### src/rtl/gpio_edge_bank.sv
module gpio_edge_bank #(
  parameter int NPINS = 32
) (
  input  logic             clk,
  input  logic             rst_n,
  input  logic             bus_we,
  input  logic [8:0]       bus_addr,
  input  logic [31:0]      bus_wdata,
  output logic [31:0]      bus_rdata,
  input  logic [NPINS-1:0] pad_in,
  output logic [NPINS-1:0] pad_out,
  output logic [NPINS-1:0] pad_oe,
  output logic             irq
);

  localparam logic [2:0] A_OUT = 3'd0, A_IN = 3'd1, A_SET = 3'd2, A_CLR = 3'd3,
                         A_STAT = 3'd4, A_MSK = 3'd5, A_UMSK = 3'd6;

  logic [NPINS-1:0] dir_q, out_q, stat_q, mask_q, prev_q, hit;
  logic [1:0]       trig_q [NPINS];

  wire              ctl_sel = bus_addr[8];
  wire              bank_ok = !bus_addr[8] && (bus_addr[4:2] == 3'd0);
  wire [NPINS-1:0]  wd      = bus_wdata[NPINS-1:0];
  wire [NPINS-1:0]  rise    = pad_in & ~prev_q;
  wire [NPINS-1:0]  fall    = ~pad_in & prev_q;

  wire wr_set  = bus_we && bank_ok && bus_addr[7:5] == A_SET;
  wire wr_clr  = bus_we && bank_ok && bus_addr[7:5] == A_CLR;
  wire wr_stat = bus_we && bank_ok && bus_addr[7:5] == A_STAT;
  wire wr_msk  = bus_we && bank_ok && bus_addr[7:5] == A_MSK;
  wire wr_umsk = bus_we && bank_ok && bus_addr[7:5] == A_UMSK;

  always_comb
    for (int i = 0; i < NPINS; i++)
      hit[i] = (trig_q[i][0] & rise[i]) | (trig_q[i][1] & fall[i]);

  always_ff @(posedge clk or negedge rst_n) begin
    if (!rst_n) begin
      dir_q  <= '1;
      out_q  <= '0;
      stat_q <= '0;
      mask_q <= '1;
      prev_q <= '0;
      for (int i = 0; i < NPINS; i++) trig_q[i] <= 2'd0;
    end else begin
      prev_q <= pad_in;
      for (int i = 0; i < NPINS; i++)
        if (bus_we && ctl_sel && bus_addr[7:2] == 6'(i)) begin
          dir_q[i]  <= bus_wdata[0];
          trig_q[i] <= bus_wdata[4:3];
        end
      if (wr_set)  out_q  <= out_q | wd;
      if (wr_clr)  out_q  <= out_q & ~wd;
      if (wr_msk)  mask_q <= mask_q | wd;
      if (wr_umsk) mask_q <= mask_q & ~wd;
      stat_q <= (stat_q & ~(wr_stat ? wd : '0)) | hit;
    end
  end

  assign pad_out = out_q;
  assign pad_oe  = ~dir_q;
  assign irq     = |(stat_q & ~mask_q);

  always_comb begin
    bus_rdata = '0;
    if (ctl_sel) begin
      for (int i = 0; i < NPINS; i++)
        if (bus_addr[7:2] == 6'(i)) begin
          bus_rdata[0]   = dir_q[i];
          bus_rdata[4:3] = trig_q[i];
        end
    end else if (bank_ok) begin
      case (bus_addr[7:5])
        A_OUT:   bus_rdata[NPINS-1:0] = out_q;
        A_IN:    bus_rdata[NPINS-1:0] = pad_in;
        A_STAT:  bus_rdata[NPINS-1:0] = stat_q;
        A_MSK:   bus_rdata[NPINS-1:0] = mask_q;
        default: bus_rdata = '0;
      endcase
    end
  end

  for (genvar g = 0; g < NPINS; g++) begin : g_chk
    assert_sticky_R8: assert property (@(posedge clk) disable iff (!rst_n)
      (stat_q[g] && !(wr_stat && bus_wdata[g])) |=> stat_q[g]);
    assert_silent_R6: assert property (@(posedge clk) disable iff (!rst_n)
      (!stat_q[g] && trig_q[g] == 2'd0) |=> !stat_q[g]);
    assert_mask_R9: assert property (@(posedge clk) disable iff (!rst_n)
      (wr_msk && bus_wdata[g]) |=> mask_q[g]);
    assert_unmask_R9: assert property (@(posedge clk) disable iff (!rst_n)
      (wr_umsk && bus_wdata[g]) |=> !mask_q[g]);
    assert_set_R3: assert property (@(posedge clk) disable iff (!rst_n)
      (wr_set && bus_wdata[g]) |=> pad_out[g]);
    assert_rise_R5: assert property (@(posedge clk) disable iff (!rst_n)
      (trig_q[g] == 2'd1 && pad_in[g] && !prev_q[g]) |=> stat_q[g]);
  end

endmodule

### config.mk
export PLATFORM = sky130hd
export DESIGN_NAME = gpio_edge_bank
export DESIGN_NICKNAME = d
export VERILOG_FILES = /design/src/rtl/gpio_edge_bank.sv
export SDC_FILE = /design/constraint.sdc
export NUM_CORES = 1
export LEC_CHECK = 0
export BUFFER_PORTS_ARGS = -buffer_cell sky130_fd_sc_hd__buf_4
export CORE_ASPECT_RATIO = 1.25
export CORE_MARGIN = 2
export CORE_UTILIZATION = 29
export CTS_CLUSTER_DIAMETER = 40
export DETAILED_ROUTE_END_ITERATION = 16
export SLEW_MARGIN = 25
export SYNTH_ARGS = -nofsm -noshare
export SYNTH_HDL_FRONTEND = slang
export SYNTH_SLANG_ARGS = --single-unit
### constraint.sdc
create_clock -name clk -period 2.1 [get_ports clk]
set_input_delay 0.21 -clock clk [delete_from_list [all_inputs] [get_ports clk]]
set_output_delay 0.21 -clock clk [all_outputs]
set_load 0.02 [all_outputs]
==> impl_metrics.toml, run 1 <==
[power]
p_per_area_nw_per_um2 = 803
ir_worst_vdd_v = 0.000576
leakagePower_nw = 7.25

[finish]
layout.nets = 1502
final_cell_mix = "buf_4, nand2_1, dfrtp_1, mux2_2, a21oi_1"
synthToLayoutAreaGrowth_pct = 42.0
finalCoreUtilization = 0.419
layout.cells.most_common = "buf_4"
drive_gt1_frac = 0.413

[logic_synthesis]
postSynthCellCount = 1083
synth_ff_type = "dfrtp_1"
syn_area_sq_um = 11300
yosys.area.top_type = "dfrtp_1"
avgSynthCellArea_sq_um = 10.4
seq_area_frac_synth = 0.504
synth-edff-count = 0
postSynthRegisterBits = 224
postSynth.asyncResetShare = 1.00
ys.warnings.count = 0
synth_cell_types = 68
synth_nets = 1159
synth_area_leaders = "dfrtp_1, dfstp_2, mux4_2"
synth_top_cell_area_share = 0.355

[global_route]
track_usage = 0.195
grt_pass1_wl_um = 60900
grt_overflow_total = 0
grt_pass1_vias = 10100
antenna_found_initial = 1
grt_max_degree = 65

[timing]
skew_ps = 17.1
fin_crit_sh = 1.20
setup_violations = 4
rsz0062_at_grt = "yes"
maxSlewHeadroom = 0.606
period_needed_ps = 2520
finalHoldViolations = 0
fmax_mhz = 397
tightest_slew_ps = 586
whs_ps = 82.8
setup_ws_ps = -419
maxSlewViolCount = 0

[run]
maxCapViolations = 0

[floorplan]
design.portCount = 173
start_util = 0.295
rows = 80
core_area_sq_um = 38200
die_y_um = 225
die-area_sq_um = 40500
die_x_um = 180

[routing]
wl_per_cell_um = 20.6
viasPerCell = 5.00
drt_first_pass_iters = 5
drtIter0Drc = 600
ant_nets = 0
wl_um = 40000
drc = 0
routed-via-count = 9713

[clock_network]
cts-root-buf = "clkbuf_16"
clk_pin_slew_ps = 70
cts_tree = "built"
cts-htree-levels = 1
clockBufferDepth = 3
clock_latency_ps = 580
cts_inserted_buffers = 31
cts.sinks = 224

[critical_path]
path_delay_family = "compound AO/OA/AOI/OAI gates"
endpoint_kind = "primary output"
worstPathRequired_ps = 1890
max_stage_delay_ps = 490
crit_chain = "mux4_2, a22oi_2, o221ai_2, o2111ai_2, nand2_2, buf_6"
crit_fanout = 2
cp_num_buf_inv = 1
arrival_ps = 2310
reg2reg_slack_ps = 1080
startpoint_type = "register"
path_class = "reg2out"
crit_slowest_cell = "mux4_2"

[min_path]
min_path_type = "in2reg"

[outcome]
violations = "setup timing"
status = "finished with violations"

[placed_design]
portBuffers = 170
hpwl_um = 29500
gp_congestion = 0.854
## cell usage after synthesis (all sizes together) (30+ instances only)
cell type and number:
nand2 226, dfrtp 160, a21oi 77, mux2 77, o21ai 77, inv 66, dfstp 64, mux4 39
buf 38, nor2 35, and2 30, o221ai 30
## final timing paths
path	startpoint	endpoint	cells after the start
worst max-delay path	trig_q[25]$_DFFE_PN0P_	bus_rdata[4]	6
worst min-delay path	bus_wdata[0]	dir_q[19]$_DFFE_PN1P_	3
worst max register to register	trig_q[25]$_DFFE_PN0P_	trig_q[25]$_DFFE_PN0P_	3
worst min register to register	prev_q[15]$_DFF_PN0_	stat_q[15]$_DFF_PN0_	1
max in group asynchronous	rst_n	async pin	3
min in group asynchronous	rst_n	async pin	2
## final cells by class
class / instances / area [sq um]
diodes: 1 / 2.50
well taps: 492 / 616
fillers: 3721 / 22200
multi-input cells: 726 / 5260
clock inverters: 21 / 215
clock buffers: 37 / 838
inverters: 66 / 248
repair buffers: 377 / 3150
flip-flops and latches: 224 / 5690
## power breakdown
group / internal, mW / switching, mW / leakage [nW]
clock network: 3.05 / 2.19 / 0.503
logic: 1.09 / 1.20 / 4.08
registers: 4.89 / 0.438 / 2.67
total: 9.03 / 3.83 / 7.25
## logic make-up after synthesis
| group | synth area share |
|---|---|
| simple gates | 0.151 |
| compound gates | 0.131 |
| flops | 0.504 |
| buf+inv | 0.0495 |
| mux | 0.165 |
## stage by stage
step / std cells / cell area [sq um] / worst slack [ps] / power, mW / TNS (ps)
2_1_floorplan: 1083 / 11300 / 129 / 6.37 / 0
3_3_place_gp: 1819 / 14100 / -245 / 7.44 / -629
3_5_place_dp: 1819 / 14100 / -257 / 7.50 / -887
4_1_cts: 1943 / 15900 / -461 / 12.9 / -1240
5_1_grt: 1944 / 16000 / -526 / 13.4 / -1380
6_report: 1944 / 16000 / -419 / 12.9 / -1120
## repair_timing
item,CTS,global route
gates resized for setup,37,16
setup endpoints to repair,12,20
hold buffers,62,0
hold endpoints to repair,181,0
pin swaps,10,8
buffers inserted,4,0
## tightest hold or removal path: stages
cell and delay (ps):
buf_4 260, nand2_1 100, o21ai_0 70
## metal layers
metal / global-route usage / share of wire
met2: 0.334 / 0.50
met5: 0 / 0
met4: 0.0702 / 0.033
met1: 0.253 / 0.43
met3: 0.0259 / 0.041
(Power assumes the default switching activity.)
==> run 2, diff against run 1 <==
--- a/config.mk
+++ b/config.mk
@@ -12,4 +12,5 @@
 export CTS_CLUSTER_DIAMETER = 40
 export DETAILED_ROUTE_END_ITERATION = 16
+export SETUP_SLACK_MARGIN = 0.15
 export SLEW_MARGIN = 25
 export SYNTH_ARGS = -nofsm -noshare
==> constraint.sdc (replaced) <==
create_clock -name clk -period 2.1 [get_ports clk]
set_input_delay 0.21 -clock clk [delete_from_list [all_inputs] [get_ports clk]]
set_output_delay 0.21 -clock clk [all_outputs]
set_load 0.005 [all_outputs]
==> run 2 against run 1 <==
Net effect:
- the flow still finishes with violations (setup timing)
- register-to-register slack better by 40 ps
- setup slack better by 5.3 ps
- fmax up 0.21%
- critical path depth unchanged
- critical path type unchanged
- critical endpoint unchanged
- largest power group is now clock
==> impl_metrics.toml, run 2 (synthesized netlist as in run 1, its figures left out) <==
[placed_design]
gp_congestion = 0.838
hpwl_um = 28900
portBuffers = 170
dp.cells = 1817
place_ws_ps = -250

[critical_path]
crit_slowest_cell = "mux4_2"
path_class = "reg2out"
arrival_ps = 2300
endpoint_kind = "primary output"
worstPathRequired_ps = 1890
max_stage_delay_ps = 510
startpoint_type = "register"
crit_fanout = 2
crit_chain = "mux4_2, a22oi_2, o221ai_2, o2111ai_2, nand2_2, buf_6"

[clock_network]
cts_inserted_buffers = 35
clockBufferDepth = 3
clock_latency_ps = 510
cts.sinks = 224
cts-htree-levels = 2
clk_pin_slew_ps = 60
cts_tree = "built"
cts-root-buf = "clkbuf_16"

[timing]
fmax_mhz = 398
skew_ps = 15.5
maxSlewHeadroom = 0.659
setup_ws_ps = -414
setup_violations = 4
fin_crit_sh = 1.20
period_needed_ps = 2510
maxSlewViolCount = 0
rsz0062_at_grt = "yes"
finalHoldViolations = 0
tightest_slew_ps = 512

[routing]
wl_um = 40300
viasPerCell = 5.00
routed-via-count = 9791
wl_per_cell_um = 20.5
drtIter0Drc = 563
drt_first_pass_iters = 4
drc = 0
ant_nets = 0

[finish]
stdcell_count = 1960
layout.cells.most_common = "buf_4"
drive_gt1_frac = 0.436
synthToLayoutAreaGrowth_pct = 47.0
final_cell_mix = "buf_4, nand2_1, dfrtp_1, mux2_2, a21oi_1"
layout.nets = 1518
antenna_cells = 0

[floorplan]
die_y_um = 225
start_util = 0.295
core_area_sq_um = 38200
rows = 80
die-area_sq_um = 40500
design.portCount = 173
die_x_um = 180

[run]
maxCapViolations = 0

[global_route]
grt_max_degree = 61
grt_pass1_wl_um = 61700
grt_overflow_total = 0
grt_pass1_vias = 10400
antenna_found_initial = 0
track_usage = 0.197

[power]
leakagePower_nw = 7.49
ir_worst_vdd_v = 0.000438
p_per_area_nw_per_um2 = 824

[outcome]
status = "finished with violations"
violations = "setup timing"

[min_path]
min_path_type = "in2reg"
[run 2: final cells by class]
class	instances	area [sq um]
Fill cell	3658	21600
Sequential cell	224	5690
Tap cell	492	616
Multi-Input combinational cell	726	5350
Clock buffer	41	971
Timing Repair Buffer	389	3440
Inverter	66	250
Clock inverter	22	282
[run 2: where the power goes]
| part | switching [mW] | leakage, nW | internal, mW |
|---|---|---|---|
| Clock | 2.19 | 0.619 | 3.98 |
| Combinational | 1.05 | 4.20 | 1.12 |
| Sequential | 0.442 | 2.67 | 4.90 |
| Total | 3.68 | 7.49 | 10.0 |
[run 2: layer usage]
layer  wire (um)  track usage  up-vias
met5           0            0        -
met4        1280       0.0671        0
li1            -            -     4583
met2       20100        0.339      273
met1       17000        0.251     4875
met3        1890       0.0322       60
[run 2: path summary, 6_finish.rpt]
path | startpoint | to | slack (ps) | cells after the start
max in group asynchronous | rst_n | async pin | 1090 | 3
setup reg to reg | dir_q[23]$_DFFE_PN1P_ | dir_q[23]$_DFFE_PN1P_ | 1120 | 3
setup / recovery | trig_q[25]$_DFFE_PN0P_ | bus_rdata[4] | -410 | 6
hold / removal | pad_in[0] | stat_q[0]$_DFF_PN0_ | 30 | 3
hold reg to reg | prev_q[21]$_DFF_PN0_ | stat_q[21]$_DFF_PN0_ | 490 | 1
min in group asynchronous | rst_n | prev_q[15]$_DFF_PN0_ | 250 | 2
[run 2: per-stage QoR]
| step | power [mW] | hold WS (ps) | utilization | cell area [sq um] | TNS [ps] |
|---|---|---|---|---|---|
| after floorplan | 6.21 | -85.6 | - | 11300 | 0 |
| after global placement | 7.27 | 187 | 0.369 | 14100 | -551 |
| after detailed placement | 7.32 | 197 | 0.369 | 14100 | -593 |
| after CTS | 13.7 | 1.55 | 0.426 | 16300 | -997 |
| after global routing | 14.3 | 16.1 | 0.434 | 16600 | -1270 |
| final | 13.7 | 30.3 | 0.434 | 16600 | -951 |
[run 2: timing repair]
item,in CTS,in global routing
buffers inserted,7,10
endpoints found under the hold margin,161,0
endpoints found under the setup margin,33,22
pin swaps,19,25
resized for setup,61,62
hold buffers,62,0
gates cloned,0,1
[run 2: critical path, delay by kind of cell, from the launching register on]
kind	cells	cell delay [ps]
AOI/OAI and AO/OA	3	630
buffers and inverters	1	150
DFF	1	380
muxes	1	510
and+or+nand+nor	1	130
